[config.mk]
export PLATFORM = sky130hd
export DESIGN_NAME = dring_tracker
export DESIGN_NICKNAME = d
export VERILOG_FILES = /design/src/rtl/dring_pkg.sv /design/src/rtl/dring_ram.sv /design/src/rtl/dring_index.sv /design/src/rtl/dring_decode.sv /design/src/rtl/dring_tracker.sv
export SDC_FILE = /design/constraint.sdc
export NUM_CORES = 2
export LEC_CHECK = 0
export ABC_CLOCK_PERIOD_IN_PS = 7500
export BUFFER_PORTS_ARGS = -buffer_cell sky130_fd_sc_hd__buf_2
export CAP_MARGIN = 25
export CORE_MARGIN = 5
export CORE_UTILIZATION = 35
export CTS_CLUSTER_DIAMETER = 120
export DETAILED_ROUTE_END_ITERATION = 8
export PLACE_DENSITY_LB_ADDON = 0.08
export SLEW_MARGIN = 20
export SYNTH_ARGS = -nofsm -noshare
export SYNTH_HDL_FRONTEND = slang
export SYNTH_SLANG_ARGS = --single-unit
[constraint.sdc]
create_clock -name clk -period 7.5 [get_ports clk]
set_input_delay 0.375 -clock clk [delete_from_list [all_inputs] [get_ports clk]]
set_output_delay 0.375 -clock clk [all_outputs]
set_load 0.03 [all_outputs]
[src/rtl/dring_pkg.sv]
package dring_pkg;
  localparam int DATA_W   = 32;
  localparam int ADDR_W   = 8;
  localparam int SIZE_W   = 11;          // length-minus-one field, bits 10:0
  localparam int LEN_W    = SIZE_W + 1;  // decoded byte length
  localparam int TX_LAST_BIT = 30;       // last fragment flag in transmit control
  localparam int RX_IRQ_BIT  = 31;       // interrupt request in receive control
  localparam logic [DATA_W-1:0] RX_ERR_MASK = 32'h1B80_0000;

  // region selected by reg_addr[7:5]
  typedef enum logic [2:0] {
    RGN_CTRL  = 3'd0,
    RGN_TXPTR = 3'd1,
    RGN_TXCTL = 3'd2,
    RGN_RXPTR = 3'd3,
    RGN_RXCTL = 3'd4,
    RGN_TXST  = 3'd5,
    RGN_RXST0 = 3'd6,
    RGN_RXST1 = 3'd7
  } rgn_e;

  // register offsets inside RGN_CTRL
  localparam logic [4:0] OFS_TX_LAST = 5'd0;
  localparam logic [4:0] OFS_TX_PROD = 5'd1;
  localparam logic [4:0] OFS_TX_CONS = 5'd2;
  localparam logic [4:0] OFS_RX_LAST = 5'd3;
  localparam logic [4:0] OFS_RX_PROD = 5'd4;
  localparam logic [4:0] OFS_RX_CONS = 5'd5;
  localparam logic [4:0] OFS_FLAGS   = 5'd6;
endpackage

[src/rtl/dring_ram.sv]
// Simple dual-port memory: one write port, one registered read port.
module dring_ram #(
  parameter int W     = 32,
  parameter int DEPTH = 8,
  localparam int AW   = $clog2(DEPTH)
) (
  input  logic          clk,
  input  logic          we,
  input  logic [AW-1:0] waddr,
  input  logic [W-1:0]  wdata,
  input  logic [AW-1:0] raddr,
  output logic [W-1:0]  rdata
);
  logic [W-1:0] mem [DEPTH];

  always_ff @(posedge clk) begin
    if (we) mem[waddr] <= wdata;
    rdata <= mem[raddr];
  end
endmodule

[src/rtl/dring_index.sv]
// Produce/consume index pair for one ring. SW_PROD selects which side
// software owns; the other side is advanced by hardware.
module dring_index #(
  parameter int DEPTH   = 8,
  parameter bit SW_PROD = 1'b1,
  localparam int IDX_W  = $clog2(DEPTH)
) (
  input  logic             clk,
  input  logic             rst,
  input  logic             cfg_wr,
  input  logic [31:0]      cfg_val,
  input  logic             sw_wr,
  input  logic [31:0]      sw_val,
  input  logic             hw_adv,
  output logic [IDX_W-1:0] last_idx,
  output logic [IDX_W-1:0] prod,
  output logic [IDX_W-1:0] cons,
  output logic             full,
  output logic             empty
);
  logic [IDX_W-1:0] last_q, prod_q, cons_q;
  logic cfg_ok, sw_ok;

  function automatic logic [IDX_W-1:0] step(input logic [IDX_W-1:0] v,
                                            input logic [IDX_W-1:0] lim);
    return (v == lim) ? '0 : v + IDX_W'(1);
  endfunction

  assign cfg_ok = cfg_wr && (cfg_val < 32'(DEPTH));
  assign sw_ok  = sw_wr && (sw_val <= 32'(last_q));
  assign full   = (step(prod_q, last_q) == cons_q);
  assign empty  = (prod_q == cons_q);

  always_ff @(posedge clk) begin
    if (rst)         last_q <= IDX_W'(DEPTH - 1);
    else if (cfg_ok) last_q <= cfg_val[IDX_W-1:0];
  end

  generate
    if (SW_PROD) begin : g_sw_prod
      // software posts, hardware drains
      always_ff @(posedge clk) begin
        if (rst || cfg_ok) prod_q <= '0;
        else if (sw_ok)    prod_q <= sw_val[IDX_W-1:0];
      end
      always_ff @(posedge clk) begin
        if (rst || cfg_ok)       cons_q <= '0;
        else if (hw_adv && !empty) cons_q <= step(cons_q, last_q);
      end
    end else begin : g_hw_prod
      // hardware fills, software drains
      always_ff @(posedge clk) begin
        if (rst || cfg_ok)        prod_q <= '0;
        else if (hw_adv && !full) prod_q <= step(prod_q, last_q);
      end
      always_ff @(posedge clk) begin
        if (rst || cfg_ok) cons_q <= '0;
        else if (sw_ok)    cons_q <= sw_val[IDX_W-1:0];
      end
    end
  endgenerate

  assign last_idx = last_q;
  assign prod     = prod_q;
  assign cons     = cons_q;
endmodule

[src/rtl/dring_decode.sv]
// Turns a stored {flag, size-minus-one} control field into length and flag.
module dring_decode #(
  parameter int SIZE_W = 11,
  localparam int LEN_W = SIZE_W + 1
) (
  input  logic [SIZE_W:0]  field,
  output logic [LEN_W-1:0] len,
  output logic             flag
);
  assign len  = LEN_W'(field[SIZE_W-1:0]) + LEN_W'(1);
  assign flag = field[SIZE_W];
endmodule

[src/rtl/dring_tracker.sv]
module dring_tracker
  import dring_pkg::*;
#(
  parameter int DEPTH  = 8,
  localparam int IDX_W = $clog2(DEPTH)
) (
  input  logic              clk,
  input  logic              rst,
  input  logic              reg_valid,
  input  logic              reg_write,
  input  logic [ADDR_W-1:0] reg_addr,
  input  logic [DATA_W-1:0] reg_wdata,
  output logic              reg_rvalid,
  output logic [DATA_W-1:0] reg_rdata,
  input  logic              tx_hw_done,
  input  logic [DATA_W-1:0] tx_hw_status,
  input  logic              rx_hw_done,
  input  logic [DATA_W-1:0] rx_hw_status,
  input  logic [DATA_W-1:0] rx_hw_crc,
  output logic              tx_full,
  output logic              tx_empty,
  output logic              rx_full,
  output logic              rx_empty,
  output logic [DATA_W-1:0] tx_buf_ptr,
  output logic [LEN_W-1:0]  tx_buf_len,
  output logic              tx_last_frag,
  output logic [DATA_W-1:0] rx_buf_ptr,
  output logic [LEN_W-1:0]  rx_buf_len,
  output logic              rx_irq_req,
  output logic              rx_done,
  output logic              rx_irq,
  output logic              rx_err
);
  localparam int FLD_W = SIZE_W + 1;

  // ---------------- register bus decode ----------------
  rgn_e             rgn;
  logic [4:0]       ofs;
  logic [IDX_W-1:0] slot;
  logic             slot_ok, wr, rd;
  logic             ctl_wr;

  assign rgn     = rgn_e'(reg_addr[ADDR_W-1 -: 3]);
  assign ofs     = reg_addr[4:0];
  assign slot    = reg_addr[IDX_W-1:0];
  assign slot_ok = ((reg_addr[4:0] >> IDX_W) == 5'd0);
  assign wr      = reg_valid && reg_write;
  assign rd      = reg_valid && !reg_write;
  assign ctl_wr  = wr && (rgn == RGN_CTRL);

  logic tx_cfg_wr, rx_cfg_wr, tx_sw_wr, rx_sw_wr;
  assign tx_cfg_wr = ctl_wr && (ofs == OFS_TX_LAST);
  assign rx_cfg_wr = ctl_wr && (ofs == OFS_RX_LAST);
  assign tx_sw_wr  = ctl_wr && (ofs == OFS_TX_PROD);
  assign rx_sw_wr  = ctl_wr && (ofs == OFS_RX_CONS);

  // ---------------- ring indices ----------------
  logic [IDX_W-1:0] tx_last_idx, tx_prod, tx_cons;
  logic [IDX_W-1:0] rx_last_idx, rx_prod, rx_cons;
  logic             rx_pend;

  dring_index #(.DEPTH(DEPTH), .SW_PROD(1'b1)) u_tx_idx (
    .clk, .rst,
    .cfg_wr(tx_cfg_wr), .cfg_val(reg_wdata),
    .sw_wr(tx_sw_wr),   .sw_val(reg_wdata),
    .hw_adv(tx_hw_done),
    .last_idx(tx_last_idx), .prod(tx_prod), .cons(tx_cons),
    .full(tx_full), .empty(tx_empty)
  );

  dring_index #(.DEPTH(DEPTH), .SW_PROD(1'b0)) u_rx_idx (
    .clk, .rst,
    .cfg_wr(rx_cfg_wr), .cfg_val(reg_wdata),
    .sw_wr(rx_sw_wr),   .sw_val(reg_wdata),
    .hw_adv(rx_pend),
    .last_idx(rx_last_idx), .prod(rx_prod), .cons(rx_cons),
    .full(rx_full), .empty(rx_empty)
  );

  // ---------------- completion handling ----------------
  logic tx_accept, rx_accept, pend_err;
  assign tx_accept = tx_hw_done && !tx_empty;
  assign rx_accept = rx_hw_done && !rx_full && !rx_pend;

  // receive: status stored at accept edge, index advances one edge later
  always_ff @(posedge clk) begin
    if (rst) begin
      rx_pend  <= 1'b0;
      pend_err <= 1'b0;
      rx_done  <= 1'b0;
      rx_irq   <= 1'b0;
      rx_err   <= 1'b0;
    end else begin
      rx_pend  <= rx_accept;
      if (rx_accept) pend_err <= |(rx_hw_status & RX_ERR_MASK);
      rx_done  <= rx_pend;
      rx_irq   <= rx_pend && rx_irq_req;
      rx_err   <= rx_pend && pend_err;
    end
  end

  // ---------------- descriptor and status memories ----------------
  typedef struct packed {
    logic we;
    logic [IDX_W-1:0] waddr;
    logic [DATA_W-1:0] wdata;
    logic [IDX_W-1:0] raddr;
  } wide_port_t;

  localparam int NWIDE = 5;  // tx ptr, rx ptr, tx status, rx status, rx crc
  wide_port_t        wp [NWIDE];
  logic [DATA_W-1:0] wq [NWIDE];

  always_comb begin
    wp[0] = '{we: wr && slot_ok && (rgn == RGN_TXPTR), waddr: slot,
              wdata: reg_wdata, raddr: tx_cons};
    wp[1] = '{we: wr && slot_ok && (rgn == RGN_RXPTR), waddr: slot,
              wdata: reg_wdata, raddr: rx_prod};
    wp[2] = '{we: tx_accept, waddr: tx_cons, wdata: tx_hw_status, raddr: slot};
    wp[3] = '{we: rx_accept, waddr: rx_prod, wdata: rx_hw_status, raddr: slot};
    wp[4] = '{we: rx_accept, waddr: rx_prod, wdata: rx_hw_crc,    raddr: slot};
  end

  for (genvar i = 0; i < NWIDE; i++) begin : g_wide
    dring_ram #(.W(DATA_W), .DEPTH(DEPTH)) u_ram (
      .clk, .we(wp[i].we), .waddr(wp[i].waddr), .wdata(wp[i].wdata),
      .raddr(wp[i].raddr), .rdata(wq[i])
    );
  end

  // control words keep only {flag, size-minus-one}
  logic [FLD_W-1:0] tx_fld_q, rx_fld_q;

  dring_ram #(.W(FLD_W), .DEPTH(DEPTH)) u_tx_ctl (
    .clk, .we(wr && slot_ok && (rgn == RGN_TXCTL)), .waddr(slot),
    .wdata({reg_wdata[TX_LAST_BIT], reg_wdata[SIZE_W-1:0]}),
    .raddr(tx_cons), .rdata(tx_fld_q)
  );

  dring_ram #(.W(FLD_W), .DEPTH(DEPTH)) u_rx_ctl (
    .clk, .we(wr && slot_ok && (rgn == RGN_RXCTL)), .waddr(slot),
    .wdata({reg_wdata[RX_IRQ_BIT], reg_wdata[SIZE_W-1:0]}),
    .raddr(rx_prod), .rdata(rx_fld_q)
  );

  dring_decode #(.SIZE_W(SIZE_W)) u_tx_dec (
    .field(tx_fld_q), .len(tx_buf_len), .flag(tx_last_frag)
  );
  dring_decode #(.SIZE_W(SIZE_W)) u_rx_dec (
    .field(rx_fld_q), .len(rx_buf_len), .flag(rx_irq_req)
  );

  assign tx_buf_ptr = wq[0];
  assign rx_buf_ptr = wq[1];

  // ---------------- register read path ----------------
  logic [DATA_W-1:0] scalar_d, scalar_q;
  rgn_e              rd_rgn;

  always_comb begin
    scalar_d = '0;
    if (rgn == RGN_CTRL) begin
      case (ofs)
        OFS_TX_LAST: scalar_d = 32'(tx_last_idx);
        OFS_TX_PROD: scalar_d = 32'(tx_prod);
        OFS_TX_CONS: scalar_d = 32'(tx_cons);
        OFS_RX_LAST: scalar_d = 32'(rx_last_idx);
        OFS_RX_PROD: scalar_d = 32'(rx_prod);
        OFS_RX_CONS: scalar_d = 32'(rx_cons);
        OFS_FLAGS:   scalar_d = {28'd0, rx_empty, rx_full, tx_empty, tx_full};
        default:     scalar_d = '0;
      endcase
    end
  end

  always_ff @(posedge clk) begin
    if (rst) begin
      reg_rvalid <= 1'b0;
      scalar_q   <= '0;
      rd_rgn     <= RGN_CTRL;
    end else begin
      reg_rvalid <= rd;
      if (rd) begin
        scalar_q <= scalar_d;
        rd_rgn   <= slot_ok ? rgn : RGN_CTRL;
      end
    end
  end

  always_comb begin
    case (rd_rgn)
      RGN_TXST:  reg_rdata = wq[2];
      RGN_RXST0: reg_rdata = wq[3];
      RGN_RXST1: reg_rdata = wq[4];
      default:   reg_rdata = scalar_q;
    endcase
  end
endmodule

Yosys cells after proc, flatten, opt, wreduce, memory -nomap -nowiden --
Memory sizes are Yosys's and may differ from the RTL's. A register that Yosys moved wholly into a read port is not among the register bits. Cells that the tools add are included. W data, S select, Z words.
Word-level totals: register bits 59, memory bits (writable) 1472, input bits 142, output and inout port bits 130, logic and storage cells 100, memories 7
Memories:
- g_wide[0].u_ram.mem | depth 8, bits a word 32, read ports 1, clocked after Yosys merged registers in 1, write ports 1, RTL line dring_ram.sv:14 | logic [W-1:0] mem [DEPTH];
- g_wide[1].u_ram.mem | depth 8, bits a word 32, read ports 1, clocked after Yosys merged registers in 1, write ports 1, RTL line dring_ram.sv:14
- g_wide[2].u_ram.mem | depth 8, bits a word 32, read ports 1, clocked after Yosys merged registers in 1, write ports 1, RTL line dring_ram.sv:14
- g_wide[3].u_ram.mem | depth 8, bits a word 32, read ports 1, clocked after Yosys merged registers in 1, write ports 1, RTL line dring_ram.sv:14
- g_wide[4].u_ram.mem | depth 8, bits a word 32, read ports 1, clocked after Yosys merged registers in 1, write ports 1, RTL line dring_ram.sv:14
- u_rx_ctl.mem | depth 8, bits a word 12, read ports 1, clocked after Yosys merged registers in 1, write ports 1, RTL line dring_ram.sv:14
- +1 memories
Operators by class: $add $sub $neg 5, $lt $le $gt $ge 3, eq/ne operators 20, muxes and demuxes 19, reduce and logical (&&, ||, !) cells 32
Operators by type and width (number):
- $pmux W32 S3 | 1
- $le A32 B3 Y1 | 2
- $lt A32 B4 Y1 const B | 1
- $pmux W4 S7 | 1
- $add A11 B1 Y12 const B | 2
- $logic_and A1 B1 Y1 | 22
- $eq A3 B3 Y1 | 7
- $eq A5 B3 Y1 const B | 3
- $eq A3 B3 Y1 const B | 4
- $mux W1 | 12
- $mux W3 | 4
- $eq A5 B2 Y1 const B | 2
- $logic_not A5 Y1 | 2
- $add A3 B1 Y3 const B | 3
- $eq A3 B2 Y1 const B | 2
- $eq A5 B1 Y1 const B | 1
- $reduce_or A5 Y1 | 1
- $logic_not A1 Y1 | 4
- $mux W4 | 1
- $eq A3 B1 Y1 const B | 1
- $logic_not A3 Y1 | 1
- $logic_or A1 B1 Y1 | 2

Logic depth before layout (Yosys ltp) --
word-level depth 8, gate-level depth with buffers 7, gate-level depth less buffers 7

By module --
Synthesis repeated with hierarchy kept, for this count alone.
Second synthesis, totals: cell total of the unflattened synthesis 2868, area total of the unflattened synthesis 63980.1 µm²
By module, submodules not included:
- dring_ram (g_wide[0].u_ram ...) | instances 5, cells an instance 415, area each 10466.3 µm², seq. area each 8328.0 µm²
- dring_ram (u_rx_ctl ...) | instances 2, cells an instance 164, area each 3987.6 µm², seq. area each 3123.0 µm²
- dring_tracker | instances 1, cells an instance 215, area each 1710.4 µm², seq. area each 260.2 µm²
- dring_index (u_tx_idx) | instances 1, cells an instance 102, area each 813.3 µm², seq. area each 180.2 µm²
- dring_index (u_rx_idx) | instances 1, cells an instance 100, area each 792.0 µm², seq. area each 180.2 µm²
- dring_decode | instances 2, cells an instance 24, area each 178.9 µm², seq. area each 0.0 µm²

Least setup slack after synthesis --
OpenSTA, ideal clock, no wires.
path type register -> register, start register u_rx_idx.prod_q[1], in the netlist u_rx_idx.prod[1], end memory g_wide[3].u_ram.mem[5][0] (enable), setup time 0.565 ns, arrival time 5.991 ns, required time 6.935 ns, setup slack 0.944 ns, stages on the path, launching flop included 8, path buffers 1, period minus slack after synthesis 6.556 ns, path through dfxtp_1 > ha_1 > xnor3_1 > nand2_2 > o31ai_2 > or4b_1 > buf_2 > nor3_1
Between the ends: word-level cells in the longest chain between the ends 8, elaborated cells between the ends (all ways) 9, classes of those cells add/sub: 1; eq/ne: 2; mux: 3; reduce/logical: 3
RTL lines:
- from (decl) | RTL line dring_index.sv:21 | logic [IDX_W-1:0] last_q, prod_q, cons_q;
- from (signal assigned) | RTL line dring_index.sv:54 | else if (hw_adv && !full) prod_q <= step(prod_q, last_q);
- $add A3 B1 Y3 or $eq A3 B3 Y1 (tied branches) | RTL line dring_index.sv:26 | return (v == lim) ? '0 : v + IDX_W'(1);
- $mux W3 | RTL line dring_index.sv:26
- $eq A3 B3 Y1 | RTL line dring_index.sv:31 | assign full = (step(prod_q, last_q) == cons_q);
- $logic_not A1 Y1 | RTL line dring_tracker.sv:83 | assign rx_accept = rx_hw_done && !rx_full && !rx_pend;
- $logic_and A1 B1 Y1 (2 in a row) | RTL line dring_tracker.sv:83
- $mux W1 | RTL line dring_ram.sv:17 | if (we) mem[waddr] <= wdata;
- $mux W1 (implied by the code) | RTL line dring_ram.sv:17
- to (decl) | RTL line dring_ram.sv:14
Several ways; a longest one is shown, not always the timed one.

Worst setup path after layout --
start register u_rx_idx.prod_q[0], in the netlist u_rx_idx.prod[0], end memory g_wide[4].u_ram.mem[0][9] (enable)
Between the ends: word-level cells in the longest chain between the ends 8, elaborated cells between the ends (all ways) 9, classes of those cells add/sub: 1; eq/ne: 2; mux: 3; reduce/logical: 3
RTL lines (RTL line):
- $add A3 B1 Y3 or $eq A3 B3 Y1 (tied branches) | dring_index.sv:26
- $mux W3 | dring_index.sv:26
- $eq A3 B3 Y1 | dring_index.sv:31
- $logic_not A1 Y1 | dring_tracker.sv:83
- $logic_and A1 B1 Y1 (2 in a row) | dring_tracker.sv:83
- $mux W1 | dring_ram.sv:17
- $mux W1 (implied by the code) | dring_ram.sv:17
- to (decl) | dring_ram.sv:14
Several ways; a longest one is shown, not always the timed one.

==> summary.md <==
| Metric | Value |
|---|---|
| Post-Syn Instances | `3026` |
| Fraction of power spent switching nets | `0.2110` |
| Share of layout cells above drive strength 1 | `0.2741` |
| Comb power frac | `0.040` |
| Placed Cells | `5557` |
| Worst setup path class | `flop to flop` |
| Critical Path RT | `7.91 ns` |
| # clock sinks | `1687` |
| CTS tree | `yes` |
| Peak fanout along the critical path | `37` |
| Tcrit/Tclk final | `0.5881` |
| CTS Buf Count | `179` |
| Max stage delay on crit path | `0.88 ns` |
| Clk Latency, worst-skew pair | `0.80 ns` |
| Yosys reg bits | `1687` |
| Final Cell Area | `72670 um^2` |
| DRT antenna net count | `0` |
| Syn Area/Cell | `20.08 um^2` |
| Number of global-route vias before repair | `32700` |
| Vias | `30880` |
| Ys async rst share | `0` |
| Clock slew seen by the registers of the worst setup and hold paths | `0.06 ns` |
| Routed wire length | `167900 um` |
| Worst min-delay path class | `input pin to flop` |
| Core area | `173200 um^2` |
| Final Non-Filler Cells | `6033` |
| Total Power | `19.99 mW` |
| Post-synthesis sequential area ratio | `0.7982` |
| Max clock buf depth | `3` |
| Layout area overhead | `19.58%` |
| Final Hold Viols | `0` |
| CP Capture Type | `flop` |
| Mux share of post-synthesis cell area | `0.09732` |
| Unrepaired setup endpoints after global routing | `false` |
| Post-synth top area cell | `edfxtp_1` |
| Tmin final | `4.411 ns` |
| Power per cell area | `275.0 nW/um^2` |
| Static Leak | `23.37 nW` |
| Setup TNS Final | `0 ns` |
| Tot GR Track Use | `0.1838` |
| Post-synth EDFFs | `1472` |
| Routed vias/inst | `5.119` |
| Ys Warns | `0` |
| Initial Utilization | `0.3508` |
| CP Cell Sequence | `ha_1 > xnor3_1 > nand2_2 > o31ai_2 > or4b_1 > nor4_4 > buf_4 > buf_4` |
| Seq. cell area | `48510 um^2` |
| H-tree levels | `4` |
| Fill cells | `15170` |
| Top cell type's share of synthesized area | `0.7274` |
| IO Count | `272` |
| Clk_skew | `0.01854 ns` |
| Distinct cells, synth | `58` |
| Worst hold slack | `0.07017 ns` |
| Crit-path most repeated cell | `buf_4` |
| Main synth FF type | `edfxtp_1` |
| Hpwl dp | `96440 um` |
| Clk Tree Root Cell | `clkbuf_16` |
| DRT iter0 DRCs | `2351` |
| Fin nets | `3692` |
| PnR worst setup slack | `3.089 ns` |
| Startpoint Class | `flop` |
| Clock share of power | `0.439` |
| Post-Synth Adder-Cell Area | `0.002265` |
| Synth Area in Compound Gates | `0.05462` |
| Placement Cell Area | `65460 um^2` |
| Row Count | `153` |
| Setup Buffers After CTS | `0` |
| Worst vdd ir | `0.2206 mV` |
| Synth Area in Simple Gates | `0.02992` |
| Post-synth net total | `3179` |
| Mapped Area | `60770 um^2` |
| Register share of total power | `0.521` |
| Post-CTS Resized | `0` |
| Die X | `426.7 um` |
| Outcome | `finished clean` |
| Die height | `426.7 um` |
| Worst-Margin Slew | `1.053 ns` |
| Bufs and invs on worst path | `2` |
| CP top delay family | `simple AND/OR/NAND/NOR gates` |
| Worst Path Arrival | `4.83 ns` |
| Max-cap violations | `0` |
| Input/output buffers | `271` |
| Global-route wire length before repair | `241000 um` |
| Antenna violations before repair | `31` |
| # hold bufs at CTS | `125` |
| Slowest-stage cell, CP | `dfxtp_1` |
| Fmax | `0.2267 GHz` |
| Pre-CTS setup slack | `3.067 ns` |
| Pins Over Slew Limit | `0` |
| Area of the multi-input gates | `11870 um^2` |
| DRC | `0` |
| Synth area leaders | `edfxtp_1, mux4_2, dfxtp_1` |
| Die area | `182100 um^2` |
| Final setup viols | `0` |
| Power Internal | `15.77 mW` |
| Final Util | `0.4195` |
| Gpl congestion | `0.7405` |
| Max-slew headroom | `0.2981` |
| Synth Area in XOR/XNOR | `0.005806` |
| Drt wl/cell | `27.83 um` |
| Drt first pass iters | `5` |
| Gr ovfl total | `0` |
| Largest family of logic cells by synthesized area | `multiplexers` |
| Pin count of the biggest net entering global routing | `94` |
| P_sw | `4.217 mW` |
sequential cells by signal (all words and copies together) (netlist names), 3 cells and up:
register and cells:
u_rx_idx.prod 3, g_wide.u_ram.mem 1280, u_tx_idx.cons 3, u_rx_ctl.mem 96, scalar_q 4, rd_rgn 3
u_rx_idx.cons 3, u_tx_idx.last_idx 3, u_tx_ctl.mem 96, g_wide.u_ram.rdata 160, u_tx_ctl.rdata 12, u_rx_ctl.rdata 12
u_tx_idx.prod 3, u_rx_idx.last_idx 3
cell type report:
class | instances | share of cell area
diodes | 16 | 0.0005509
repair buffers | 491 | 0.04633
clock buffers | 261 | 0.06933
well taps | 2325 | 0.04003
flip-flops and latches | 1687 | 0.6675
inverters | 23 | 0.001188
multi-input cells | 1157 | 0.1633
clock inverters | 73 | 0.01174
logic make-up (layout without fill, tap and decap cells):
| kind of cell | count (synthesis) | in the layout |
|---|---|---|
| other | 0 | 16 |
| AO/OA/AOI/OAI | 444 | 444 |
| adder cells (fa/ha/maj) | 11 | 11 |
| AND/OR/NAND/NOR | 331 | 331 |
| flip-flops | 1687 | 1687 |
| multiplexers | 334 | 334 |
| buffers and inverters | 182 | 848 |
| XOR/XNOR | 37 | 37 |
power by group through the flow:
stage	Combinational, mW	Sequential, mW	Clock [mW]
CTS	0.829	10.4	9.02
finish	0.806	10.4	8.77
global route	0.870	10.4	9.43
detailed placement	0.764	10.6	0
floorplan	0.363	10.6	0
global placement	0.750	10.6	0
final timing paths:
path | from | end | cells after the start | slack, ns
worst max-delay path | u_rx_idx.prod[0]$_SDFFE_PP0P_ | g_wide[4].u_ram.mem[0][9]$_DFFE_PP_ | 8 | 3.09
worst min register to register | g_wide[0].u_ram.mem[7][29]$_DFFE_PP_ | g_wide[0].u_ram.rdata[29]$_DFF_P_ | 2 | 0.47
worst min-delay path | reg_addr[2] | g_wide[2].u_ram.rdata[31]$_DFF_P_ | 2 | 0.07
worst max register to register | u_rx_idx.prod[0]$_SDFFE_PP0P_ | g_wide[4].u_ram.mem[0][9]$_DFFE_PP_ | 8 | 3.09
metal layers:
| metal | wire length, um | vias up | part of all wire | global-route usage |
|---|---|---|---|---|
| met3 | 7548 | 243 | 0.045 | 0.03246 |
| li1 | - | 13580 | - | - |
| met4 | 4675 | 8 | 0.028 | 0.05410 |
| met1 | 69410 | 16300 | 0.41 | 0.2351 |
| met2 | 86190 | 750 | 0.51 | 0.3210 |
| met5 | 54 | - | 0.00032 | 0 |
synthesized netlist by cell type (10+ instances only):
master / n
edfxtp_1: 1472
a22oi_1: 364
dfxtp_1: 215
mux4_2: 192
mux2_2: 135
clkbuf_1: 120
nand4_1: 86
nor2_1: 67
nor2b_1: 38
nand3_1: 37
nand2_1: 30
buf_2: 29
inv_1: 23
xnor2_1: 22
nor3_1: 19
a22o_1: 18
a21oi_1: 16
nor4_1: 14
xor2_1: 13
a221oi_1: 11
ha_1: 11
o21ai_0: 10
cell usage in the layout, fill, tap and decap left out, types with 24 or more instances in the layout:
master / n
edfxtp_1: 1472
a22oi_1: 364
buf_2: 268
dfxtp_1: 213
mux4_2: 192
clkbuf_16: 180
mux2_2: 135
dlygate4sd3_1: 125
buf_4: 94
nand4_1: 86
clkbuf_1: 58
nor2_1: 38
nor2b_1: 37
nand3_1: 37
nand2_1: 30
nor2_4: 29
clkinv_2: 24
Note: power is estimated with default switching activity, not from simulation.
